[src/rtl/amp_ctl_pkg.sv]
package amp_ctl_pkg;
  localparam int DEF_CNT_W     = 12;
  localparam int DEF_SEL_W     = 3;
  localparam int DEF_AMP_W     = 15;
  localparam int DEF_FULL_MV   = 20000;
  localparam int DEF_ASK_SHIFT = 3;

  typedef enum logic {
    LVL_FULL = 1'b0,
    LVL_CUT  = 1'b1
  } key_lvl_e;
endpackage

[src/rtl/amp_coarse_sel.sv]
module amp_coarse_sel #(
  parameter int AMP_W   = amp_ctl_pkg::DEF_AMP_W,
  parameter int SEL_W   = amp_ctl_pkg::DEF_SEL_W,
  parameter int FULL_MV = amp_ctl_pkg::DEF_FULL_MV,
  localparam int STEPS  = 2 ** SEL_W,
  localparam int SCL_W  = AMP_W + STEPS - 1
) (
  input  logic             clk,
  input  logic             rst,
  input  logic             req_valid,
  input  logic [AMP_W-1:0] req_mv,
  output logic             s1_valid,
  output logic [SEL_W-1:0] s1_sel,
  output logic [SCL_W-1:0] s1_scaled
);
  localparam logic [AMP_W-1:0] FULL_A = AMP_W'(FULL_MV);
  localparam logic [SCL_W-1:0] FULL_S = SCL_W'(FULL_MV);

  logic [AMP_W-1:0] req_c;
  logic [SCL_W-1:0] req_ext;
  logic [STEPS-1:0] fits;
  logic [SEL_W-1:0] sel_c;
  logic [SCL_W-1:0] scaled_c;

  assign req_c   = (req_mv > FULL_A) ? FULL_A : req_mv;
  assign req_ext = SCL_W'(req_c);

  // one comparator per attenuation step
  for (genvar n = 0; n < STEPS; n++) begin : g_fit
    assign fits[n] = (req_ext << n) <= FULL_S;
  end

  always_comb begin
    sel_c = '0;
    for (int n = 0; n < STEPS; n++) begin
      if (fits[n]) sel_c = SEL_W'(n);
    end
    scaled_c = req_ext << sel_c;
  end

  always_ff @(posedge clk) begin
    if (rst) begin
      s1_valid  <= 1'b0;
      s1_sel    <= '1;
      s1_scaled <= '0;
    end else begin
      s1_valid <= req_valid;
      if (req_valid) begin
        s1_sel    <= sel_c;
        s1_scaled <= scaled_c;
      end
    end
  end
endmodule

[src/rtl/amp_duty_scale.sv]
module amp_duty_scale #(
  parameter int CNT_W   = amp_ctl_pkg::DEF_CNT_W,
  parameter int SEL_W   = amp_ctl_pkg::DEF_SEL_W,
  parameter int SCL_W   = 22,
  parameter int FULL_MV = amp_ctl_pkg::DEF_FULL_MV,
  localparam int PROD_W = SCL_W + CNT_W + 1
) (
  input  logic             clk,
  input  logic             rst,
  input  logic             s1_valid,
  input  logic [SEL_W-1:0] s1_sel,
  input  logic [SCL_W-1:0] s1_scaled,
  output logic [SEL_W-1:0] pend_sel,
  output logic [CNT_W-1:0] pend_duty
);
  localparam logic [PROD_W-1:0] MAXD_P = PROD_W'((2 ** CNT_W) - 1);
  localparam logic [PROD_W-1:0] FULL_P = PROD_W'(FULL_MV);
  localparam logic [PROD_W-1:0] HALF_P = PROD_W'(FULL_MV / 2);

  logic [PROD_W-1:0] prod;
  logic [PROD_W-1:0] quot;
  logic [CNT_W-1:0]  duty_c;

  assign prod   = PROD_W'(s1_scaled) * MAXD_P + HALF_P;
  assign quot   = prod / FULL_P;
  assign duty_c = (quot > MAXD_P) ? '1 : quot[CNT_W-1:0];

  // step and duty are written in the same cycle so they stay paired
  always_ff @(posedge clk) begin
    if (rst) begin
      pend_sel  <= '1;
      pend_duty <= '0;
    end else if (s1_valid) begin
      pend_sel  <= s1_sel;
      pend_duty <= duty_c;
    end
  end
endmodule

[src/rtl/amp_pwm_core.sv]
module amp_pwm_core
  import amp_ctl_pkg::*;
#(
  parameter int CNT_W     = DEF_CNT_W,
  parameter int SEL_W     = DEF_SEL_W,
  parameter int ASK_SHIFT = DEF_ASK_SHIFT
) (
  input  logic             clk,
  input  logic             rst,
  input  logic [SEL_W-1:0] pend_sel,
  input  logic [CNT_W-1:0] pend_duty,
  input  logic             ask_en,
  input  logic             ask_key,
  output logic [SEL_W-1:0] att_sel,
  output logic [CNT_W-1:0] duty_now,
  output logic             pwm_out,
  output logic             period_tick,
  output logic             cut_active
);
  logic [CNT_W-1:0] cnt_q;
  logic [CNT_W-1:0] cnt_d;
  logic             wrap;
  logic             cut_c;
  logic [CNT_W-1:0] eff_duty;
  logic [CNT_W-1:0] duty_nx;
  key_lvl_e         lvl_q;

  assign wrap     = (cnt_q == '1);
  assign cnt_d    = cnt_q + 1'b1;
  assign cut_c    = ask_en & ~ask_key;
  assign eff_duty = cut_c ? (pend_duty >> ASK_SHIFT) : pend_duty;
  assign duty_nx  = wrap ? eff_duty : duty_now;

  always_ff @(posedge clk) begin
    if (rst) begin
      cnt_q       <= '0;
      att_sel     <= '1;
      duty_now    <= '0;
      pwm_out     <= 1'b0;
      period_tick <= 1'b0;
      lvl_q       <= LVL_FULL;
    end else begin
      cnt_q       <= cnt_d;
      period_tick <= wrap;
      pwm_out     <= (cnt_d < duty_nx);
      if (wrap) begin
        att_sel  <= pend_sel;
        duty_now <= eff_duty;
        lvl_q    <= cut_c ? LVL_CUT : LVL_FULL;
      end
    end
  end

  assign cut_active = (lvl_q == LVL_CUT);
endmodule

[src/rtl/amp_level_ctl.sv]
module amp_level_ctl #(
  parameter int CNT_W     = amp_ctl_pkg::DEF_CNT_W,
  parameter int SEL_W     = amp_ctl_pkg::DEF_SEL_W,
  parameter int AMP_W     = amp_ctl_pkg::DEF_AMP_W,
  parameter int FULL_MV   = amp_ctl_pkg::DEF_FULL_MV,
  parameter int ASK_SHIFT = amp_ctl_pkg::DEF_ASK_SHIFT
) (
  input  logic             clk,
  input  logic             rst,
  input  logic             amp_wr,
  input  logic [AMP_W-1:0] amp_mv,
  input  logic             ask_en,
  input  logic             ask_key,
  output logic [SEL_W-1:0] att_sel,
  output logic [CNT_W-1:0] duty_now,
  output logic             pwm_out,
  output logic             period_tick
);
  localparam int SCL_W = AMP_W + (2 ** SEL_W) - 1;

  logic             s1_valid;
  logic [SEL_W-1:0] s1_sel;
  logic [SCL_W-1:0] s1_scaled;
  logic [SEL_W-1:0] pend_sel;
  logic [CNT_W-1:0] pend_duty;
  logic             cut_q;

  amp_coarse_sel #(.AMP_W(AMP_W), .SEL_W(SEL_W), .FULL_MV(FULL_MV)) sel_i (
    .clk(clk), .rst(rst), .req_valid(amp_wr), .req_mv(amp_mv),
    .s1_valid(s1_valid), .s1_sel(s1_sel), .s1_scaled(s1_scaled)
  );

  amp_duty_scale #(.CNT_W(CNT_W), .SEL_W(SEL_W), .SCL_W(SCL_W), .FULL_MV(FULL_MV)) scale_i (
    .clk(clk), .rst(rst), .s1_valid(s1_valid), .s1_sel(s1_sel),
    .s1_scaled(s1_scaled), .pend_sel(pend_sel), .pend_duty(pend_duty)
  );

  amp_pwm_core #(.CNT_W(CNT_W), .SEL_W(SEL_W), .ASK_SHIFT(ASK_SHIFT)) pwm_i (
    .clk(clk), .rst(rst), .pend_sel(pend_sel), .pend_duty(pend_duty),
    .ask_en(ask_en), .ask_key(ask_key), .att_sel(att_sel),
    .duty_now(duty_now), .pwm_out(pwm_out), .period_tick(period_tick),
    .cut_active(cut_q)
  );
endmodule

[config.mk]
export PLATFORM = sky130hd
export DESIGN_NAME = amp_level_ctl
export DESIGN_NICKNAME = d
export VERILOG_FILES = /design/src/rtl/amp_ctl_pkg.sv /design/src/rtl/amp_coarse_sel.sv /design/src/rtl/amp_duty_scale.sv /design/src/rtl/amp_pwm_core.sv /design/src/rtl/amp_level_ctl.sv
export SDC_FILE = /design/constraint.sdc
export NUM_CORES = 1
export LEC_CHECK = 0
export BUFFER_PORTS_ARGS = -buffer_cell sky130_fd_sc_hd__buf_2
export CORE_ASPECT_RATIO = 1.25
export CORE_MARGIN = 8
export CORE_UTILIZATION = 58
export CTS_CLUSTER_DIAMETER = 200
export CTS_CLUSTER_SIZE = 20
export DETAILED_ROUTE_END_ITERATION = 8
export HOLD_SLACK_MARGIN = 0.06
export PLACE_DENSITY = 0.73
export SYNTH_ARGS = -nofsm -noshare
export SYNTH_HDL_FRONTEND = slang
export SYNTH_HIERARCHICAL = 1
export SYNTH_SLANG_ARGS = --single-unit
[constraint.sdc]
create_clock -name clk -period 31.4 [get_ports clk]
set_input_delay 4.71 -clock clk [delete_from_list [all_inputs] [get_ports clk]]
set_output_delay 4.71 -clock clk [all_outputs]
set_load 0.02 [all_outputs]
Word-level counts from Yosys, hierarchy flattened
Cells that the tools add are included.
Widths: inputs -> output; s select.

cells by class
  mux-type cells = 11
  bitwise operators = 2
  div/mod/pow operators = 1
  $mul = 1
  equal/unequal tests = 1
  add/sub/neg operators = 2
  shift-type cells = 1
  $lt $le $gt $ge = 10

operators by type and width
  operator                count
  $mux 12                 3
  $add 34x14->35 const B  1
  $div 35x15->35 const B  1
  $gt 35x12->1 const B    1
  $mul 22x12->34 const B  1
  $le 22x15->1 const B    1
  $shl 15x3->22           1
  $le 21x15->1 const B    1
  $le 20x15->1 const B    1
  $le 19x15->1 const B    1
  $le 18x15->1 const B    1
  $mux 3                  6
  $le 17x15->1 const B    1
  $le 16x15->1 const B    1
  $gt 15x15->1 const B    1
  $mux 15                 1
  $add 12x1->12 const B   1
  $eq 12x12->1 const B    1
  $lt 12x12->1            1
  $and 1x1->1             1
  $mux 1                  1
  $not 1->1               1

word-level totals
  output and inout bits = 17
  flip-flop bits (word level) = 70
  input port bits = 20

Logic depth before layout (Yosys ltp)
Gate-level depths: netlist of run 1.

  word-level depth = 11
  depth in mapped cells = 94
  depth with buffers taken out = 79

By module
Netlist of run 1, hierarchy kept.

modules (own cells, without submodules)
  module          cells each  area an instance (µm²)  seq. area each (µm²)  instances
  amp_duty_scale  1953        15315.9                 300.3                 1
  amp_coarse_sel  225         1806.7                  520.5                 1
  amp_pwm_core    153         1567.8                  600.6                 1

Worst setup path before layout of run 1
No wires, ideal clock.

  kind = reg2reg
  start = register sel_i.s1_scaled[8]
  end = register scale_i.pend_duty[0]
  cell stages (with the launch flop) = 81
  setup slack = 10578 ps
  required time = 31266 ps
  clock period less this slack = 20822 ps
  setup time = 134 ps
  arrival = 20688 ps
  cells stage by stage = dfxtp_1 -> inv_1 -> fa_1 -> inv_1 -> fa_1 -> fa_1 -> fa_1 -> inv_1 -> fa_1 -> inv_1 -> ha_1 -> buf_2 -> a21oi_1 -> o21ai_0 -> a22o_1 -> o31a_1 -> o211ai_1 -> nor3_1 -> (+45 left out) -> xnor2_1 -> or3_1 -> a21oi_2 -> o2111ai_2 -> a21oi_2 -> mux2_4 -> a221oi_4 -> a2111o_1 -> o21ai_1 -> nor3_2 -> a21boi_4 -> nor2_2 -> maj3_2 -> a2111oi_2 -> o21ai_1 -> and3_1 -> o21ai_1 -> a41oi_2

between the ends
  word-level cells in the longest chain between the ends = 5

RTL lines
  element                 line                  text
  start, declared         amp_coarse_sel.sv:14  output logic [SCL_W-1:0] s1_scaled
  start signal, assigned  amp_coarse_sel.sv:50  s1_scaled <= scaled_c;
  $mul 22x12->34 (*)      amp_duty_scale.sv:24  assign prod = PROD_W'(s1_scaled) * MAXD_P + HALF_P;
  $add 34x14->35 (*)      amp_duty_scale.sv:24
  $div 35x15->35 (*)      amp_duty_scale.sv:25  assign quot = prod / FULL_P;
  $gt 35x12->1            amp_duty_scale.sv:26  assign duty_c = (quot > MAXD_P) ? '1 : quot[CNT_W-1:0];
  $mux 12 (*)             amp_duty_scale.sv:26
  end signal, assigned    amp_duty_scale.sv:35  pend_duty <= duty_c;
  end, declared           amp_duty_scale.sv:14  output logic [CNT_W-1:0] pend_duty

Mark *: on every way between the ends. The rest lies on a longest branch, timed or not.
A chain may end at the register's enable or synchronous reset.

Worst setup path in the final report of run 1
  start = register sel_i.s1_scaled[1]
  end = register scale_i.pend_duty[0]

The elaborated chain is that of the path after synthesis.

==> summary.md, run 1 <==
| Metric | Value |
|---|---|
| Outcome | finished, final reports clean |
| Initial DRT Pass Iterations | 7 |
| Clock Path Buffers | 2 |
| Share of layout cells above drive strength 1 | about 11% |
| Met1 Use GR | 32.25% |
| Row cnt | 73 |
| Mapped Cells | 2,328 |
| Hold_buf cts | 0 |
| Clock Tree Root | clkbuf_16 |
| Req. time, crit path | about 32 ns |
| Min-delay worst type | flip-flop to flip-flop |
| Critical path peak fanout | 14 |
| Hold depth | 1 |
| Ys Warns | 6 |
| Clk_lat worst skew | roughly 0.35 ns |
| Number of inserted diodes | 0 |
| CP startpoint kind | flip-flop |
| Effective utilization at floorplan | roughly 59% |
| Overall Global Routing Usage | 26.30% |
| FILL cells | a little under 3,000 |
| Via Count | roughly 18,000 |
| Core region area | 0.03179 sq mm |
| DRT antenna net count | 0 |
| Via-per-instance ratio | roughly 6.6 |
| GR Util met3 | under 10% |
| Met2 GRT Util | 47.38% |
| Multi-input gate area | 0.01597 sq mm |
| Drt wl/cell | ~19 um |
| RSZ-0062 raised after global routing | false |
| GRT overflow | 0 |
| Most Crowded Layer GR | met2 |
| TritonCTS Buffers | 9 |
| Critical path class | flip-flop to flip-flop |
| R2r setup slk | 5.70 ns |
| Max cap viols | 0 |
| Sink Count | 70 |
| Max Freq | a little under 0.04 GHz |
| Antenna violations before repair | 0 |
| Final Hold Viols | 0 |
| Final Max Slew Viols | 0 |
| Final wirelength | 50,990 um |
| Reg2reg start | sel_i/s1_scaled[1] |
| CP endpoint kind | flip-flop |
| Layout net count | around 2,600 |
| Relative slew slack | 17.93% |
| DIE HEIGHT | ~220 um |
| Setup-failing EPs final | 0 |
| I/O pins | 37 |
| CTS tree | built |
| Post-CTS setup buffer count | 0 |
| Area Overhead vs Synth | 3.206% |
| Crit path max-delay cell type | a21oi_1 |
| CP peak stage delay | 0.83 ns |
| Die X | 176.4 um |
| H-Tree Depth | 3 |
| Mapped Nets | between 2,000 and 3,000 |
| Post-cts resize count | 0 |
| Syn Area/Cell | approximately 8.0 sq um |
| Hold Startpoint | scale_i/pend_sel[1] |
| First-pass GRT wire length | between 80,000 and 90,000 um |
| GP Congestion | 0.9424 |
| Post-synthesis cell area | between 0.015 and 0.02 sq mm |
| Storage cell area | 0.001401 sq mm |
| Port bufs | 36 |
| Worst-Margin Slew | about 1.2 ns |
| Final worst path period need | 25.70 ns |
| Setup tns final | 0 ns |
| Largest net degree at the start of global routing | between 50 and 60 |
| Number of DRC markers in iteration 0 | between 1,000 and 1,500 |
| Worst Setup SP | sel_i/s1_scaled[1] |
| R2R cell count | slightly below 80 |
| Vias in the first global route | between 15,000 and 20,000 |
| Worst Clk Skew | about 0.011 ns |
| Crit path arrival time | ~26 ns |
| HPWL Detailed | slightly above 40,000 um |
| Detailed-route DRC error count | 0 |
| Reg clk slew, reported paths | ~0.060 ns |
| Final Cycle Share | about four fifths |
| Die ar. | between 0.03 and 0.04 sq mm |
==> routing by layer <==
metal  up-vias  wire (um)
met5         -          0
met4         0       1802
met3       137       2133
met2       628      25620
met1      8576      21430
li1       8468          -
==> per-stage QoR <==
step	hold WS (ns)	util (%)	worst slack, ns	cells	instance area (sq um)
2_1_floorplan	0.4347	-	10.58	2328	18660
3_3_place_gp	0.4497	59.66	6.642	2697	18960
3_5_place_dp	0.4547	59.66	6.372	2697	18960
4_1_cts	0.4689	60.58	6.092	2713	19250
5_1_grt	0.4908	60.58	4.172	2713	19250
6_report	0.4607	60.58	5.699	2713	19250
==> area by class of cell <==
class	instances	share of cell area (%)
Inverter	228	4.445
Clock buffer	9	1.170
Multi-Input combinational cell	1945	82.92
Tap cell	412	2.677
Timing Repair Buffer	42	1.170
Clock inverter	7	0.3379
Sequential cell	70	7.278
==> registers in the layout, indices dropped and copies added, names as in the netlist, 3 cells and up <==
| signal | count |
|---|---|
| pwm_i/cnt_q | 12 |
| scale_i/pend_sel | 3 |
| sel_i/s1_sel | 3 |
| pwm_i/duty_now | 12 |
| scale_i/pend_duty | 12 |
| sel_i/s1_scaled | 22 |
| pwm_i/att_sel | 3 |
==> placed cells by master, fill, tap and decap left out, types with 14 or more instances in the layout <==
cell type and instances:
nand3_1 61, o21ai_0 70, a211oi_1 32, nand4_1 41
and3_1 19, a211o_1 14, nand2_1 184, o21ai_1 37
mux2i_1 56, or3_1 24, nor3_1 53, nor2_1 201
a311oi_1 14, ha_1 93, fa_1 145, and2_1 33
a31oi_1 24, xor2_1 34, xnor2_1 90, o211ai_1 37
inv_1 227, dfxtp_1 70, nand2b_1 23, mux2_2 20
a21o_1 28, buf_2 36, a21oi_1 121, nor4_1 21
o31ai_1 14, nor2b_1 25, o21a_1 21
==> path summary, 6_finish.rpt <==
| kind | endpoint |
|---|---|
| max | scale_i/pend_duty[0] |
| min | pwm_i/att_sel[1] |
| max reg2reg | scale_i/pend_duty[0] |
| min reg2reg | pwm_i/att_sel[1] |
==> critical path: cells and delay by family, from the launching register on <==
| kind | cells | cell delay, ns |
|---|---|---|
| AOI/OAI and AO/OA | 38 | 13.34 |
| and+or+nand+nor | 21 | 6.45 |
| adders and majority gates | 6 | 3.25 |
| xor gates and xnor gates | 4 | 1.04 |
| buffers and inverters | 6 | 0.63 |
| muxes | 2 | 0.48 |
| DFF | 1 | 0.41 |
Power of run 1 is left out: the tool's default activity adds up to more than one toggle a clock period on the data nets, which glitch-free logic cannot reach.
==> run 2: changes to the inputs <==
--- a/config.mk
+++ b/config.mk
@@ -5,6 +5,7 @@
 export SDC_FILE = /design/constraint.sdc
 export NUM_CORES = 1
 export LEC_CHECK = 0
+export ABC_AREA = 1
 export BUFFER_PORTS_ARGS = -buffer_cell sky130_fd_sc_hd__buf_2
 export CORE_ASPECT_RATIO = 1.25
 export CORE_MARGIN = 8
==> constraint.sdc (replaced) <==
create_clock -name clk -period 26.6 [get_ports clk]
set_input_delay 3.99 -clock clk [delete_from_list [all_inputs] [get_ports clk]]
set_output_delay 3.99 -clock clk [all_outputs]
set_load 0.02 [all_outputs]
==> run 2 against run 1 <==
Net effect:
- setup slack worse by 0.039 ns
- die area down 0.68%
- critical path type unchanged
- first-iteration DRC count down 31%
- maximum frequency up 23%
- register-to-register slack worse by 0.04 ns
- design area about the same
- clock skew down 0.0013 ns
- worst hold slack better by 0.0036 ns
- critical path depth up 62
==> summary.md, run 2 <==
| Metric | Value |
|---|---|
| Outcome | finished, final reports clean |
| DIE HEIGHT | 215.8 um (-0.34%) |
| Min-delay worst type | flip-flop to flip-flop |
| Setup WS pre-CTS | 5.870 ns (-0.5020 ns) |
| Final Max Slew Viols | 0 (unchanged) |
| Effective utilization at floorplan | 58.60% (-0.096 points) |
| Clk_lat worst skew | 0.34 ns (about the same) |
| Number of inserted diodes | 0 (unchanged) |
| Ys Warns | 6 (unchanged) |
| Critical path class | flip-flop to flip-flop |
| First-pass GRT wire length | 76,890 um (-10%) |
| Clock Path Buffers | 2 (unchanged) |
| Setup tns final | 0 ns (unchanged) |
| Max cap viols | 0 (unchanged) |
| CP endpoint kind | flip-flop |
| Most common cell after layout, fill and taps aside | nand2_1 |
| Critical path's most frequent cell | nand2_1 |
| Row cnt | 73 (unchanged) |
| Clock Tree Root | clkbuf_16 |
| Crit path max-delay cell type | fa_1 |
| Drt wl/cell | 13.36 um (-29%) |
| H-Tree Depth | 3 (unchanged) |
| GRT overflow | 0 (unchanged) |
| Post-CTS setup buffer count | 0 (unchanged) |
| Largest register FFs | 22 (unchanged) |
| Hold_buf cts | 0 (unchanged) |
| Setup-failing EPs final | 0 (unchanged) |
| Die ar. | 0.03794 sq mm (-0.68%) |
| Mapped Nets | 3,182 (+23%) |
| CP peak stage delay | 0.65 ns (-0.18 ns) |
| Initial DRT Pass Iterations | 7 (unchanged) |
| Relative slew slack | 45.75% (+28 points) |
| Final worst path period need | 20.94 ns (-4.761 ns) |
| Sink Count | 70 (unchanged) |
| TritonCTS Buffers | 9 (unchanged) |
| Hold slack | 0.4643 ns (+0.003608 ns) |
| Critical path peak fanout | 15 (+1) |
| CTS tree | built |
| Post-synthesis cell area | 0.01852 sq mm (-0.74%) |
| Final wirelength | 44,840 um (-12%) |
| I/O pins | 37 (unchanged) |
| Req. time, crit path | 26.83 ns (-4.84 ns) |
| HPWL Detailed | 38,590 um (-7.2%) |
| Syn Area/Cell | 6.333 sq um (-21%) |
| Max Freq | 0.04776 GHz (+23%) |
| GP Congestion | 0.9337 (-0.92%) |
| Commonest cells after routing, fill and taps aside | nand2_1, inv_1, nand3_1, nor2_1, nand2_2 |
| Detailed-route DRC error count | 0 (unchanged) |
| RSZ-0062 raised after global routing | false |
| Share of layout cells above drive strength 1 | 17.11% (+6.1 points) |
| Top reg by flops | sel_i/s1_scaled |
| Layout net count | 3,198 (+25%) |
| Final Cycle Share | 78.72% (-3.1 points) |
| Via-per-instance ratio | 5.245 (-20%) |
| Die X | 175.8 um (-0.33%) |
| Largest net degree at the start of global routing | 46 (-18%) |
| Vias in the first global route | 16,750 (-4.0%) |
| Post-route setup slack | 5.660 ns (-0.03949 ns) |
| Final Hold Viols | 0 (unchanged) |
| Post-cts resize count | 0 (unchanged) |
| Antenna violations before repair | 0 (unchanged) |
| Via Count | 17,610 (-1.1%) |
| Number of DRC markers in iteration 0 | 993 (-31%) |
| Core region area | 0.03160 sq mm (-0.57%) |
| Crit path arrival time | 21.17 ns (-4.80 ns) |
| CP startpoint kind | flip-flop |
| Mapped Cells | 2,924 (+26%) |
| Reg clk slew, reported paths | 0.06 ns (about the same) |
| Worst-Margin Slew | 0.8107 ns (-0.4149 ns) |
| Worst Clk Skew | 0.009484 ns (-0.001251 ns) |
| DRT antenna net count | 0 (unchanged) |
| Area Overhead vs Synth | 3.919% |
| Port bufs | 36 (unchanged) |
| Overall Global Routing Usage | 23.71% (-2.6 points) |
## run 2: routing by layer
| metal | vias up | share of wire, % | global-route usage [%] |
|---|---|---|---|
| met3 | 59 | 3.0 | 2.044 |
| met2 | 355 | 52 | 44.74 |
| met4 | 0 | 2.3 | 6.114 |
| met5 | - | 0 | 0 |
| met1 | 8106 | 43 | 28.08 |
| li1 | 9087 | - | - |
## run 2: worst paths after layout
check,slack [ns],from,cells after the start,endpoint
worst min-delay path,0.46,pwm_i/cnt_q[0],1,pwm_i/cnt_q[0]
worst max-delay path,5.66,sel_i/s1_scaled[4],139,scale_i/pend_duty[0]
worst min register to register,0.46,pwm_i/cnt_q[0],1,pwm_i/cnt_q[0]
worst max register to register,5.66,sel_i/s1_scaled[4],139,scale_i/pend_duty[0]
## run 2: metrics by stage
stage	cells	area (sq um)	util, %
detailed placement	3341	18950	59.95
global placement	3341	18950	59.95
global route	3357	19240	60.90
CTS	3357	19240	60.90
floorplan	2924	18520	-
finish	3357	19240	60.90
## run 2: final cells by class
type | instances | area (sq um)
Multi-Input combinational cell | 2240 | 14620
Fill cell | 3023 | 12360
Inverter | 581 | 2218
Sequential cell | 70 | 1401
Tap cell | 412 | 515.5
Clock buffer | 10 | 229.0
Timing Repair Buffer | 38 | 195.2
Clock inverter | 6 | 70.07
## run 2: critical path: cells and delay by family (launching register included)
kind / cells / cell delay, ns
AND/OR/NAND/NOR: 113 / 14.02
adder cells (fa/ha/maj): 6 / 3.04
AO/OA/AOI/OAI: 9 / 2.14
buffers and inverters: 11 / 1.13
flip-flops: 1 / 0.44
Power of run 2 is left out for the same reason.
==> run 3: changes to the inputs <==
==> constraint.sdc (replaced) <==
create_clock -name clk -period 20.1 [get_ports clk]
set_input_delay 3.015 -clock clk [delete_from_list [all_inputs] [get_ports clk]]
set_output_delay 3.015 -clock clk [all_outputs]
set_load 0.02 [all_outputs]
==> run 3 against run 2 <==
Net effect:
- cell count is 3.0% higher
- register-to-register slack worse by 4.5 ns
- clock-buffer cell count stayed put
- clock skew is 0.0027 ns higher
- setup slack worse by 4.5 ns
- global-route usage is 0.69 points higher
- design area is 9.3% higher
- non-clock buffer count is 91 higher
- maximum frequency is 10% higher
- sequential cell count stayed put
- critical path type unchanged
- highest routed layer unchanged
==> summary.md, run 3 (same netlist as run 2, synthesis figures left out) <==
| Metric | Value |
|---|---|
| Outcome | finished, final reports clean |
| Reg clk slew, reported paths | 0.07 ns (about the same) |
| Design area | 0.02103 sq mm (+9.3%) |
| Dpl cells | 3,344 (+0.090%) |
| Overall Global Routing Usage | 24.40% (+0.69 points) |
| Setup WS pre-CTS | -0.4545 ns (-6.324 ns) |
| Number of DRC markers in iteration 0 | 1,079 (+8.7%) |
| Final Max Slew Viols | 0 (unchanged) |
| Via Count | 18,300 (+4.0%) |
| Effective utilization at floorplan | 58.60% (unchanged) |
| Top reg by flops | sel_i/s1_scaled |
| Number of inserted diodes | 0 (unchanged) |
| H-Tree Depth | 3 (unchanged) |
| Post-Layout Cell Count | 3,457 (+3.0%) |
| Via-per-instance ratio | 5.294 (+0.95%) |
| Max Freq | 0.05277 GHz (+10%) |
| R2R cell count | 144 (+3.6%) |
| Hold slack | 0.4632 ns (-0.001052 ns) |
| Detailed-route DRC error count | 0 (unchanged) |
| Die X | 175.8 um (unchanged) |
| GP Congestion | 0.9389 (+0.56%) |
| Critical path peak fanout | 8 (-7) |
| CP endpoint kind | flip-flop |
| Commonest cells after routing, fill and taps aside | nand2_1, inv_1, nand3_1, nand2_2, nor2_1 |
| Critical path's most frequent cell | nand2_1 |
| Share of layout cells above drive strength 1 | 25.19% (+8.1 points) |
| CP peak stage delay | 0.62 ns (-0.03 ns) |
| CTS tree | built |
| Final worst path period need | 18.95 ns (-1.989 ns) |
| Crit path max-delay cell type | fa_2 |
| Row cnt | 73 (unchanged) |
| CP startpoint kind | flip-flop |
| Relative slew slack | 44.67% (-1.1 points) |
| Sink Count | 70 (unchanged) |
| Hold depth | 1 (unchanged) |
| TritonCTS Buffers | 9 (unchanged) |
| DIE HEIGHT | 215.8 um (unchanged) |
| Setup-failing EPs final | 0 (unchanged) |
| Min-delay worst type | flip-flop to flip-flop |
| Layout net count | 3,298 (+3.1%) |
| I/O pins | 37 (unchanged) |
| Final Cycle Share | 94.28% (+16 points) |
| Hold_buf cts | 0 (unchanged) |
| FILL cells | 2,903 (-4.0%) |
| Drt wl/cell | 13.88 um (+3.9%) |
| Largest register FFs | 22 (unchanged) |
| Worst Clk Skew | 0.01216 ns (+0.002675 ns) |
| GRT overflow | 0 (unchanged) |
| DRT antenna net count | 0 (unchanged) |
| Critical path class | flip-flop to flip-flop |
| Antenna violations before repair | 0 (unchanged) |
| Clk_lat worst skew | 0.35 ns (about the same) |
| DP Area | 0.01897 sq mm (+0.12%) |
| Final wirelength | 47,990 um (+7.0%) |
| Port bufs | 36 (unchanged) |
| Die ar. | 0.03794 sq mm (unchanged) |
| Core region area | 0.03160 sq mm (unchanged) |
| HPWL Detailed | 38,920 um (+0.87%) |
| Req. time, crit path | 20.33 ns (-6.50 ns) |
| Largest net degree at the start of global routing | 46 (unchanged) |
| Post-route setup slack | 1.149 ns (-4.511 ns) |
| Vias in the first global route | 17,570 (+5.0%) |
| Max cap viols | 0 (unchanged) |
| Initial DRT Pass Iterations | 5 (-2) |
| Final Hold Viols | 0 (unchanged) |
| Crit path arrival time | 19.19 ns (-1.98 ns) |
| Worst-Margin Slew | 0.8240 ns (+0.01328 ns) |
| Clock Tree Root | clkbuf_16 |
| Area Overhead vs Synth | 13.58% |
| Clock Path Buffers | 2 (unchanged) |
| First-pass GRT wire length | 79,160 um (+3.0%) |
| Most common cell after layout, fill and taps aside | nand2_1 |
| R2r setup slk | 1.15 ns (-4.51 ns) |
==> run 3: repair_timing <==
item,4_1_cts,5_1_grt
buffers inserted,10,78
cloned,0,9
setup endpoints to repair,2,4
gates resized for setup,13,242
pin swaps,7,88
==> run 3: final cells by class <==
type / count / area, sq um / area share [%]
sequential: 70 / 1430 / 6.799
timing repair buffer: 129 / 927.1 / 4.408
clock inverter: 6 / 46.29 / 0.2201
tap: 412 / 515.5 / 2.451
multi-input combinational: 2249 / 15660 / 74.45
clock buffer: 10 / 229.0 / 1.089
inverter: 581 / 2227 / 10.59
==> run 3: critical path: cells and delay by family (launching register included) <==
kind                     cells  cell delay, ns
AND/OR/NAND/NOR            113           12.43
adder cells (fa/ha/maj)      6            3.10
buffers and inverters       20            2.15
AO/OA/AOI/OAI                5            0.75
flip-flops                   1            0.36
==> run 3: worst paths after layout <==
kind / from / to
setup / recovery: sel_i/s1_scaled[18] / scale_i/pend_duty[0]
hold / removal: pwm_i/cnt_q[0] / pwm_i/cnt_q[0]
setup reg to reg: sel_i/s1_scaled[18] / scale_i/pend_duty[0]
hold reg to reg: pwm_i/cnt_q[0] / pwm_i/cnt_q[0]
==> run 3: layer usage <==
layer	track usage (%)	wire, um	vias up	part of all wire (%)
met5	0	0	-	0
met4	8.689	1523	0	3.2
met3	2.288	1715	111	3.6
met2	46.11	25260	444	53
met1	27.83	19490	8445	41
li1	-	-	9303	-
==> run 3: per-stage QoR <==
step | utilization (%) | setup TNS, ns
after CTS | 61.28 | 0
final | 66.56 | 0
after floorplan | - | 0
after global placement | 60.02 | 0
after global routing | 66.56 | -0.1872
after detailed placement | 60.02 | -0.6079
Power of run 3 is left out for the same reason.
